`config.mk`:
```
export PLATFORM = sky130hd
export DESIGN_NAME = dram_mux_ctrl
export DESIGN_NICKNAME = d
export VERILOG_FILES = /design/src/rtl/dram_ctrl_pkg.sv /design/src/rtl/dram_refresh_sched.sv /design/src/rtl/dram_access_seq.sv /design/src/rtl/dram_mux_ctrl.sv
export SDC_FILE = /design/constraint.sdc
export NUM_CORES = 1
export LEC_CHECK = 0
export BUFFER_PORTS_ARGS = -buffer_cell sky130_fd_sc_hd__buf_2
export CORE_ASPECT_RATIO = 1.5
export CORE_UTILIZATION = 54
export CTS_BUF_LIST = sky130_fd_sc_hd__clkbuf_4 sky130_fd_sc_hd__clkbuf_8
export CTS_CLUSTER_DIAMETER = 60
export DETAILED_ROUTE_END_ITERATION = 6
export GPL_TIMING_DRIVEN = 0
export PLACE_DENSITY = 0.84
export SLEW_MARGIN = 20
export SYNTH_ARGS = -nofsm -noshare
export SYNTH_HDL_FRONTEND = slang
export SYNTH_HIERARCHICAL = 1
export SYNTH_SLANG_ARGS = --single-unit
```
`constraint.sdc`:
```
create_clock -name clk -period 1.76 [get_ports clk]
set_input_delay 0.176 -clock clk [delete_from_list [all_inputs] [get_ports clk]]
set_output_delay 0.176 -clock clk [all_outputs]
set_load 0.005 [all_outputs]
```
`src/rtl/dram_ctrl_pkg.sv`:
```
package dram_ctrl_pkg;
  typedef enum logic [2:0] {
    ST_IDLE = 3'd0,
    ST_ROW  = 3'd1,
    ST_COL  = 3'd2,
    ST_REF  = 3'd3,
    ST_PRE  = 3'd4
  } seq_state_t;
endpackage

```
`src/rtl/dram_refresh_sched.sv`:
```
module dram_refresh_sched #(
  parameter int ROW_W    = 7,
  parameter int INTERVAL = 64
) (
  input  logic             clk,
  input  logic             rst_n,
  input  logic             ref_start,
  input  logic             ref_done,
  output logic             ref_pending,
  output logic [ROW_W-1:0] ref_row
);
  localparam int TW = (INTERVAL > 1) ? $clog2(INTERVAL) : 1;
  localparam logic [TW-1:0] T_LAST = TW'(INTERVAL - 1);

  logic [TW-1:0]    tmr_q, tmr_d;
  logic             pend_d;
  logic [ROW_W-1:0] row_d;
  logic             tick;

  always_comb begin
    tick   = (tmr_q == T_LAST);
    tmr_d  = tick ? '0 : tmr_q + TW'(1);
    pend_d = tick | (ref_pending & ~ref_start);
    row_d  = ref_done ? ref_row + ROW_W'(1) : ref_row;
  end

  always_ff @(posedge clk or negedge rst_n) begin
    if (!rst_n) begin
      tmr_q       <= '0;
      ref_pending <= 1'b0;
      ref_row     <= '0;
    end else begin
      tmr_q       <= tmr_d;
      ref_pending <= pend_d;
      ref_row     <= row_d;
    end
  end

  // the row after the last one is row zero
  assert_row_wrap_R7: assert property (@(posedge clk) disable iff (!rst_n)
    ($past(ref_done) && ($past(ref_row) == {ROW_W{1'b1}})) |-> (ref_row == '0));

  // a granted refresh clears the request unless a new tick arrived
  assert_pending_clear_R6: assert property (@(posedge clk) disable iff (!rst_n)
    (ref_start && !tick) |=> !ref_pending);
endmodule

```
`src/rtl/dram_access_seq.sv`:
```
module dram_access_seq
  import dram_ctrl_pkg::*;
#(
  parameter int ROW_W  = 7,
  parameter int COL_W  = 7,
  parameter int DATA_W = 8,
  parameter int T_RCD  = 2,
  parameter int T_CAS  = 2,
  parameter int T_RFC  = 3,
  parameter int T_RP   = 2
) (
  input  logic                    clk,
  input  logic                    rst_n,
  input  logic                    req_valid,
  input  logic                    req_write,
  input  logic [ROW_W+COL_W-1:0]  req_addr,
  input  logic [DATA_W-1:0]       req_wdata,
  output logic                    req_ready,
  input  logic                    ref_pending,
  input  logic [ROW_W-1:0]        ref_row,
  output logic                    ref_start,
  output logic                    ref_done,
  output logic [ROW_W-1:0]        mem_addr,
  output logic                    mem_ras_n,
  output logic                    mem_cas_n,
  output logic                    mem_we_n,
  output logic [DATA_W-1:0]       mem_din,
  input  logic [DATA_W-1:0]       mem_dout,
  output logic                    rd_valid,
  output logic [DATA_W-1:0]       rd_data
);
  localparam int ADDR_W = ROW_W + COL_W;
  localparam int TMAX_A = (T_RCD > T_CAS) ? T_RCD : T_CAS;
  localparam int TMAX_B = (T_RFC > T_RP) ? T_RFC : T_RP;
  localparam int TMAX   = (TMAX_A > TMAX_B) ? TMAX_A : TMAX_B;
  localparam int CW     = (TMAX > 1) ? $clog2(TMAX) : 1;

  seq_state_t        st_q, st_d;
  logic [CW-1:0]     cnt_q, cnt_d;
  logic [ROW_W-1:0]  row_q;
  logic [COL_W-1:0]  col_q;
  logic              wr_q;
  logic [DATA_W-1:0] wdata_q;
  logic              cap_en, rd_cap, last;

  assign req_ready = (st_q == ST_IDLE) && !ref_pending;

  always_comb begin
    st_d      = st_q;
    cnt_d     = cnt_q;
    cap_en    = 1'b0;
    rd_cap    = 1'b0;
    ref_start = 1'b0;
    ref_done  = 1'b0;
    last      = (cnt_q == '0);
    case (st_q)
      ST_IDLE: begin
        if (ref_pending) begin
          st_d      = ST_REF;
          cnt_d     = CW'(T_RFC - 1);
          ref_start = 1'b1;
        end else if (req_valid) begin
          st_d   = ST_ROW;
          cnt_d  = CW'(T_RCD - 1);
          cap_en = 1'b1;
        end
      end
      ST_ROW: begin
        if (last) begin
          st_d  = ST_COL;
          cnt_d = CW'(T_CAS - 1);
        end else cnt_d = cnt_q - CW'(1);
      end
      ST_COL: begin
        if (last) begin
          st_d   = ST_PRE;
          cnt_d  = CW'(T_RP - 1);
          rd_cap = !wr_q;
        end else cnt_d = cnt_q - CW'(1);
      end
      ST_REF: begin
        if (last) begin
          st_d     = ST_PRE;
          cnt_d    = CW'(T_RP - 1);
          ref_done = 1'b1;
        end else cnt_d = cnt_q - CW'(1);
      end
      ST_PRE: begin
        if (last) st_d = ST_IDLE;
        else      cnt_d = cnt_q - CW'(1);
      end
      default: st_d = ST_IDLE;
    endcase
  end

  always_ff @(posedge clk or negedge rst_n) begin
    if (!rst_n) begin
      st_q     <= ST_IDLE;
      cnt_q    <= '0;
      rd_valid <= 1'b0;
    end else begin
      st_q     <= st_d;
      cnt_q    <= cnt_d;
      rd_valid <= rd_cap;
    end
  end

  always_ff @(posedge clk or negedge rst_n) begin
    if (!rst_n) begin
      row_q   <= '0;
      col_q   <= '0;
      wr_q    <= 1'b0;
      wdata_q <= '0;
    end else if (cap_en) begin
      row_q   <= req_addr[ROW_W-1:0];
      col_q   <= req_addr[ADDR_W-1:ROW_W];
      wr_q    <= req_write;
      wdata_q <= req_wdata;
    end
  end

  always_ff @(posedge clk or negedge rst_n) begin
    if (!rst_n)      rd_data <= '0;
    else if (rd_cap) rd_data <= mem_dout;
  end

  always_comb begin
    mem_ras_n = !((st_q == ST_ROW) || (st_q == ST_COL) || (st_q == ST_REF));
    mem_cas_n = (st_q != ST_COL);
    mem_we_n  = !((st_q == ST_COL) && wr_q);
    mem_din   = wdata_q;
    if (st_q == ST_COL)      mem_addr = col_q;
    else if (st_q == ST_REF) mem_addr = ref_row;
    else                     mem_addr = row_q;
  end

  assert_cas_inside_ras_R3: assert property (@(posedge clk) disable iff (!rst_n)
    !mem_cas_n |-> !mem_ras_n);
  assert_cas_after_ras_R3: assert property (@(posedge clk) disable iff (!rst_n)
    $fell(mem_cas_n) |-> $past(!mem_ras_n));
  assert_col_addr_stable_R2: assert property (@(posedge clk) disable iff (!rst_n)
    (!mem_cas_n && $past(!mem_cas_n)) |-> $stable(mem_addr));
  assert_we_in_col_R4: assert property (@(posedge clk) disable iff (!rst_n)
    !mem_we_n |-> !mem_cas_n);
  assert_rd_pulse_R5: assert property (@(posedge clk) disable iff (!rst_n)
    rd_valid |=> !rd_valid);
  assert_pre_not_ready_R9: assert property (@(posedge clk) disable iff (!rst_n)
    $rose(mem_ras_n) |-> !req_ready);
  assert_refresh_first_R8: assert property (@(posedge clk) disable iff (!rst_n)
    (ref_pending && mem_ras_n && req_valid && (st_q == ST_IDLE)) |=> (!mem_ras_n && mem_cas_n));
endmodule

```
`src/rtl/dram_mux_ctrl.sv`:
```
module dram_mux_ctrl #(
  parameter int ROW_W        = 7,
  parameter int COL_W        = 7,
  parameter int DATA_W       = 8,
  parameter int REF_INTERVAL = 64,
  parameter int T_RCD        = 2,
  parameter int T_CAS        = 2,
  parameter int T_RFC        = 3,
  parameter int T_RP         = 2
) (
  input  logic                   clk,
  input  logic                   rst_n,
  input  logic                   req_valid,
  output logic                   req_ready,
  input  logic                   req_write,
  input  logic [ROW_W+COL_W-1:0] req_addr,
  input  logic [DATA_W-1:0]      req_wdata,
  output logic                   rd_valid,
  output logic [DATA_W-1:0]      rd_data,
  output logic [ROW_W-1:0]       mem_addr,
  output logic                   mem_ras_n,
  output logic                   mem_cas_n,
  output logic                   mem_we_n,
  output logic [DATA_W-1:0]      mem_din,
  input  logic [DATA_W-1:0]      mem_dout
);
  logic [1:0]       rst_sync_q;
  logic             rst_int_n;
  logic             ref_start, ref_done, ref_pending;
  logic [ROW_W-1:0] ref_row;

  always_ff @(posedge clk or negedge rst_n) begin
    if (!rst_n) rst_sync_q <= 2'b00;
    else        rst_sync_q <= {rst_sync_q[0], 1'b1};
  end
  assign rst_int_n = rst_sync_q[1];

  dram_refresh_sched #(
    .ROW_W(ROW_W), .INTERVAL(REF_INTERVAL)
  ) u_sched (
    .clk(clk), .rst_n(rst_int_n),
    .ref_start(ref_start), .ref_done(ref_done),
    .ref_pending(ref_pending), .ref_row(ref_row)
  );

  dram_access_seq #(
    .ROW_W(ROW_W), .COL_W(COL_W), .DATA_W(DATA_W),
    .T_RCD(T_RCD), .T_CAS(T_CAS), .T_RFC(T_RFC), .T_RP(T_RP)
  ) u_seq (
    .clk(clk), .rst_n(rst_int_n),
    .req_valid(req_valid), .req_write(req_write),
    .req_addr(req_addr), .req_wdata(req_wdata), .req_ready(req_ready),
    .ref_pending(ref_pending), .ref_row(ref_row),
    .ref_start(ref_start), .ref_done(ref_done),
    .mem_addr(mem_addr), .mem_ras_n(mem_ras_n), .mem_cas_n(mem_cas_n),
    .mem_we_n(mem_we_n), .mem_din(mem_din), .mem_dout(mem_dout),
    .rd_valid(rd_valid), .rd_data(rd_data)
  );
endmodule

```
==> parameters.txt, run 1 <==
Parameter                              Value

Setup path
  Cell count of the worst reg-to-reg path ... 4
  Slack of the worst reg-to-reg path ... 0.04 ns
  End of the worst register-to-register path ... u_seq/rd_data[0]
  Worst path required time ... 1.96 ns
  Kind of end point of the critical path ... flop
  CP Launch Type ... flop
  Worst setup path class ... flop to flop
  Launching point of the worst reg2reg path ... u_seq/st_q[2]
  Critical path arrival ... 1.92 ns
  CP max FO ... 10

Final layout
  Layout-stage area growth over the synthesis result ... 26.7%
  Register cell area after layout ... about 1300 sq um
  Layout Nets ... 300
  Share of final-layout standard cells stronger than drive strength 1 ... around half
  Total inserted antenna cells ... 0
  Post-Layout Cell Count ... 309
  FILL cells ... 317
  Multi-input gate area ... 990 sq um

Logic synthesis
  Netlist area before placement ... 2360 sq um
  Compound-gate portion of the synthesized area ... 5.14%
  Mux cell area share after synthesis ... between 10% and 20%
  Synthesis warning total ... 6
  Synth area leaders ... sky130_fd_sc_hd__dfrtp_1 56%, sky130_fd_sc_hd__mux2_2 11%, sky130_fd_sc_hd__mux2_4 5.1%
  Post-synthesis cell type count ... 32
  Basic-gate share of the synthesized area counting and, or, nand and nor cells ... 9.28%
  Most used flip-flop cell after synthesis ... sky130_fd_sc_hd__dfrtp_1
  Average size of a mapped cell ... between 10 and 15 sq um
  #FFs+latches synth ... 53
  Portion of the post-synthesis area used by sequential elements ... 56.2%
  Number of synthesized flops with an enable pin ... 0
  Top post-synthesis cells by count ... 53 x sky130_fd_sc_hd__dfrtp_1, 24 x sky130_fd_sc_hd__mux2_2, 15 x sky130_fd_sc_hd__nand2_1
  Cell type contributing the most total cell area after synthesis ... sky130_fd_sc_hd__dfrtp_1
  Post-synthesis async set-or-reset flop share ... 100%
  Main combinational cell family by area after synthesis ... multiplexers
  Synth Area in XOR/XNOR ... under 10%
  Most frequent cell after synthesis ... sky130_fd_sc_hd__dfrtp_1
  Cell count after synthesis ... 184
  Top cell type's share of synthesized area ... 56.2%
  Synthesized-area fraction occupied by adder cells ... 2.12%
  Net count after synthesis ... 222

GRT
  Vias in the first global route ... 1,635
  GR Util All Layers ... 21.0%
  Global-route wire length before repair ... 7510 um
  Remaining global-route overflow ... 0
  Maximum number of pins on one net before global-route repair ... 27
  Antenna violations before repair ... 0

Routing
  Via total after detailed routing ... 1,675
  DRT antenna net count ... 0
  Residual DRC ... 0
  Wire per inst ... 14.8 um
  Routed WL ... 4590 um
  1st-iter DRT viols ... between 40 and 50
  Total iterations of the first detailed-routing run ... 5
  Avg Vias per Cell ... 5.42

STA
  Hold_ws ... 0.0919 ns
  Final worst-path cycle share ... 97.9%
  Slew @ Worst Pin ... roughly 0.6 ns
  Final setup skew ... 0.00671 ns
  F_max ... 0.580 GHz
  Max transition margin ... 61.0%
  Minimum clock period ... 1.72 ns
  Number of setup violations in the final report ... 0
  Final Slew Violations ... 0
  Final-report hold violation count ... 0

Clocking
  CTS clock-pin slew for the worst setup and hold paths ... roughly 0.10 ns
  # clock sinks ... 53
  TritonCTS clock tree ... done
  Longest Clk Path Bufs ... 2
  Worst-Skew Late Latency ... 0.31 ns
  TritonCTS buffer count ... 5
  CTS HTree Levels ... 2
  Cell chosen for the clock root ... sky130_fd_sc_hd__clkbuf_8

Run
  Max-capacitance violation count ... 0

Power and ir drop
  Design Power ... 5.04 mW
  Total power divided by cell area ... 1690 nW/um^2
  Worst IR Drop VDD ... 1.19 mV
  Static power due to leakage ... ~1.5 nW

Placed design
  Total of buffers placed on input and output ports ... between 60 and 70
  Placer's final routability congestion estimate ... 0.811
  Placed wire-length estimate after detailed placement ... 3230 um
  Placed instance count ... 292

Floorplanning
  DIE AREA ... 4640 sq um
  Die Height ... 83.0 um
  Number of top-level design ports ... 62
  Die Span X ... 56.0 um
  Number of rows created at floorplan ... 29
  Initial core utilization ... 56.1%
  Core Area ... 4210 sq um

Worst hold path
  Worst Hold Launch ... req_wdata[0]
  Worst Hold Depth ... 2
  Worst Hold Path EP ... u_seq/mem_din[0]
  HP Class ... input port to flop

Status
  Result of the run ... completed
-- cells in the final DEF (no fill, tap or decap), drive strengths merged, types with 2 or more instances in the layout --
cell and n:
mux2i 8, a211oi 3, dfrtp 53, clkbuf 6, inv 8, nor3 2, and3 2, xnor2 4
nand4 2, nor2 7, ha 4, nand3 4, xor2 5, buf 77, nand2 15, or4 3
a21oi 2, o21ai 14, mux2 32
-- worst max-delay path, cell delays in order (launching register included) --
cell and delay, ns:
sky130_fd_sc_hd__dfrtp_1 0.39, sky130_fd_sc_hd__buf_6 0.12, sky130_fd_sc_hd__nand2b_4 0.18, sky130_fd_sc_hd__or4_4 0.60, sky130_fd_sc_hd__mux2_4 0.33
-- layer usage --
| metal | routed length [um] | global-route usage (%) | vias to the layer above |
|---|---|---|---|
| met4 | 65 | 7.32 | 0 |
| met2 | 2530 | 37.7 | 47 |
| li1 | - | - | 792 |
| met1 | 1790 | 24.1 | 831 |
| met5 | 0 | 0 | - |
| met3 | 195 | 4.67 | 5 |
-- state kept, by name (all words and copies together), names as in the netlist --
signal,flops
u_sched/ref_pending,1
u_seq/col_q,7
u_seq/rd_data,8
u_seq/rd_valid,1
u_seq/cnt_q,2
u_seq/row_q,7
u_seq/wr_q,1
u_sched/tmr_q,6
rst_sync_q,2
u_seq/mem_din,8
u_sched/ref_row,7
u_seq/st_q,3
-- final cells by class --
type,instances,share of cell area [%]
Inverter,7,0.962
Sequential cell,53,44.4
Buffer,7,2.38
Multi-Input combinational cell,116,33.1
Clock buffer,5,2.30
Timing Repair Buffer,72,13.5
Clock inverter,3,1.46
Tap cell,46,1.92
-- worst max-delay path by stage --
stage                               from            endpoint
final                      u_seq/st_q[2]    u_seq/rd_data[0]
after detailed placement   u_seq/st_q[0]  u_sched/ref_row[6]
after global placement     rst_sync_q[1]      u_seq/cnt_q[1]
after floorplan           u_seq/cnt_q[1]    u_seq/rd_data[0]
after CTS                 u_seq/cnt_q[1]    u_seq/rd_data[0]
after global routing       u_seq/st_q[1]      u_seq/col_q[4]
-- per-stage QoR --
step	util (%)	setup WS, ns	TNS, ns	area [sq um]
3_5_place_dp	65.5	-0.228	-2.04	2760
6_report	71.0	0.0370	0	2990
5_1_grt	71.0	-0.00412	-0.00412	2990
4_1_cts	69.3	0.00126	0	2920
2_1_floorplan	-	0.00400	0	2370
3_3_place_gp	65.0	-0.370	-20.68	2740
-- kinds of logic (layout without fill, tap and decap cells) --
logic type / Yosys count / count (layout)
flops: 53 / 53
mux: 40 / 40
simple gates: 40 / 41
compound gates: 21 / 21
buf+inv: 16 / 94
xor+xnor: 9 / 9
fa+ha+maj: 4 / 4
other cells: 1 / 1
-- report_power, final --
part	leakage [nW]	internal [mW]	total, mW	switching, mW
clock	0.0585	0.426	0.820	0.394
sequential	0.645	1.68	1.95	0.272
combinational	0.785	1.29	2.27	0.980
total	1.49	3.39	5.04	1.65
-- timing repair --
item / in CTS / in global routing
cloned: 1 / 0
resized for setup: 16 / 8
setup buffers: 0 / 9
pin swaps: 0 / 6
hold endpoints to repair: 2 / 0
hold buffers: 1 / 0
setup endpoints to repair: 43 / 39
(Power assumes the default switching activity.)
==> inputs of run 2 (changes only) <==
--- a/constraint.sdc
+++ b/constraint.sdc
@@ -3,2 +3,2 @@
 set_output_delay 0.176 -clock clk [all_outputs]
-set_load 0.005 [all_outputs]
+set_load 0.02 [all_outputs]
==> run 2 against run 1 <==
Net effect:
- non-clock buffer count grew 2
- sequential power is essentially flat
- critical path depth is the same
- critical endpoint unchanged
- highest routed layer unchanged
==> parameters.txt, run 2 (same netlist as run 1, synthesis figures left out) <==
Parameter                              Value

Placed design
  Pre-CTS setup slack ... -0.228 ns
  Placed wire-length estimate after detailed placement ... 3230 um
  Total of buffers placed on input and output ports ... 61
  Placer's final routability congestion estimate ... 0.811
  Placed instance count ... 292
  Cell area after placement ... 2760 sq um

Worst hold path
  Worst Hold Depth ... 2
  HP Class ... input port to flop

Power and ir drop
  Clock power share ... 14.8%
  Gate power share ... 50.2%
  Seq pwr share ... 35.0%
  Worst IR Drop VDD ... 1.41 mV
  Switching Share ... 38.1%
  Static power due to leakage ... 1.51 nW
  Total power divided by cell area ... roughly 1900 nW/um^2
  Sw Pwr ... 2.14 mW
  P_int ... 3.46 mW

STA
  Max transition margin ... 60.3%
  Final-report hold violation count ... 0
  Final Slew Violations ... 0
  Post-Route Setup TNS ... 0 ns
  Final worst-path cycle share ... a little under 100%
  Unrepaired setup endpoints after global routing ... true
  Minimum clock period ... 1.73 ns
  F_max ... 0.578 GHz
  Number of setup violations in the final report ... 0
  Slew @ Worst Pin ... 0.596 ns
  Final setup skew ... 0.00988 ns
  Hold_ws ... 0.0863 ns
  Final setup slack of the worst path ... 0.0312 ns

Final layout
  Share of final-layout standard cells stronger than drive strength 1 ... around half
  Post-Layout Cell Count ... 311
  Final instance area ... 3020 sq um
  FILL cells ... about 310
  Layout-stage area growth over the synthesis result ... 28.0%
  Commonest cells after routing, fill and taps aside ... 61 x sky130_fd_sc_hd__buf_2, 52 x sky130_fd_sc_hd__dfrtp_1, 24 x sky130_fd_sc_hd__mux2_2
  Total inserted antenna cells ... 0
  Layout Nets ... 302
  Most common cell after layout, fill and taps aside ... sky130_fd_sc_hd__buf_2

Routing
  Routed WL ... approximately 4800 um
  Avg Vias per Cell ... around 5.4
  Via total after detailed routing ... 1,687
  DRT antenna net count ... 0
  Wire per inst ... 15.6 um
  1st-iter DRT viols ... 30
  Residual DRC ... 0
  Total iterations of the first detailed-routing run ... 5

Setup path
  CP max FO ... 10
  Worst path required time ... 1.97 ns
  Critical path arrival ... 1.94 ns
  Ordered cell list for the critical path ... buf_6 > nand2b_4 > or4_4 > mux2_4
  Kind of end point of the critical path ... flop
  Cell count of the worst reg-to-reg path ... 4
  CP Launch Type ... flop
  Critical Path Slowest Stage Cell ... sky130_fd_sc_hd__or4_4
  Worst setup path class ... flop to flop
  CP max stage delay ... 0.61 ns

Clocking
  TritonCTS buffer count ... 5
  TritonCTS clock tree ... done
  Cell chosen for the clock root ... sky130_fd_sc_hd__clkbuf_8
  Worst-Skew Late Latency ... 0.31 ns
  # clock sinks ... 53
  CTS HTree Levels ... 2
  CTS clock-pin slew for the worst setup and hold paths ... 0.10 ns
  Longest Clk Path Bufs ... 2

Floorplanning
  Die Span X ... approximately 56 um
  Number of rows created at floorplan ... 29
  Core Area ... 4210 sq um
  Die Height ... between 80 and 90 um
  Initial core utilization ... 56.1%
  DIE AREA ... roughly 4600 sq um
  Number of top-level design ports ... 62

Status
  Result of the run ... completed

GRT
  GR Util All Layers ... 22.2%
  Antenna violations before repair ... 0
  Remaining global-route overflow ... 0
  Global-route wire length before repair ... 7890 um
  Maximum number of pins on one net before global-route repair ... 27
  Vias in the first global route ... 1,668

Run
  Max-capacitance violation count ... 0
## run 2: metal layers
layer  track usage [%]  up-vias  routed length, um
met4              8.43        0                 95
met5                 0        -                  0
met3              4.83        7                215
met1              25.4      838               1830
li1                  -      794                  -
met2              39.6       48               2710
## run 2: worst max-delay path: cells and delay by family (launching register included)
kind	cells	cell delay, ns
buffers and inverters	1	0.12
DFF	1	0.39
muxes	1	0.33
and+or+nand+nor	2	0.80
## run 2: metrics by stage
| step | power (mW) | utilization [%] |
|---|---|---|
| 2_1_floorplan | 3.73 | - |
| 6_report | 5.60 | 71.8 |
| 3_5_place_dp | 4.44 | 65.5 |
| 3_3_place_gp | 4.34 | 65.0 |
| 5_1_grt | 5.93 | 71.8 |
| 4_1_cts | 5.45 | 69.9 |
## run 2: path summary, 6_finish.rpt
| path | start | slack, ns | to |
|---|---|---|---|
| worst max-delay path | u_seq/st_q[2] | 0.03 | u_seq/rd_data[0] |
| worst min-delay path | req_wdata[0] | 0.09 | u_seq/mem_din[0] |
| worst max register to register | u_seq/st_q[2] | 0.03 | u_seq/rd_data[0] |
| worst min register to register | rst_sync_q[1] | 0.27 | u_seq/mem_din[1] |
| max in group asynchronous | rst_sync_q[1] | 0.94 | u_sched/tmr_q[3] |
| min in group asynchronous | rst_n | 0.18 | rst_sync_q[1] |
## run 2: timing repair
| action | 4_1_cts | 5_1_grt |
|---|---|---|
| hold endpoints to repair | 2 | 0 |
| gates resized for setup | 20 | 6 |
| cloned | 1 | 0 |
| setup buffers | 0 | 11 |
| hold buffers | 1 | 0 |
| endpoints found under the setup margin | 43 | 39 |
| pin swaps | 0 | 4 |
## run 2: power by group through the flow
stage / Combinational [mW] / Clock (mW) / Sequential, mW
2_1_floorplan: 1.57 / 0 / 2.17
3_3_place_gp: 2.39 / 0 / 1.95
3_5_place_dp: 2.47 / 0 / 1.97
4_1_cts: 2.65 / 0.838 / 1.96
5_1_grt: 3.03 / 0.890 / 2.01
6_report: 2.81 / 0.830 / 1.96
## run 2: cell type report
| type | instances | area, sq um | area share (%) |
|---|---|---|---|
| sequential | 53 | 1330 | 43.9 |
| multi-input combinational | 116 | 990 | 32.8 |
| timing repair buffer | 74 | 424 | 14.0 |
| buffer | 7 | 81.3 | 2.69 |
| clock buffer | 5 | 68.8 | 2.28 |
| tap | 46 | 57.6 | 1.90 |
| clock inverter | 3 | 43.8 | 1.45 |
| inverter | 7 | 28.8 | 0.952 |
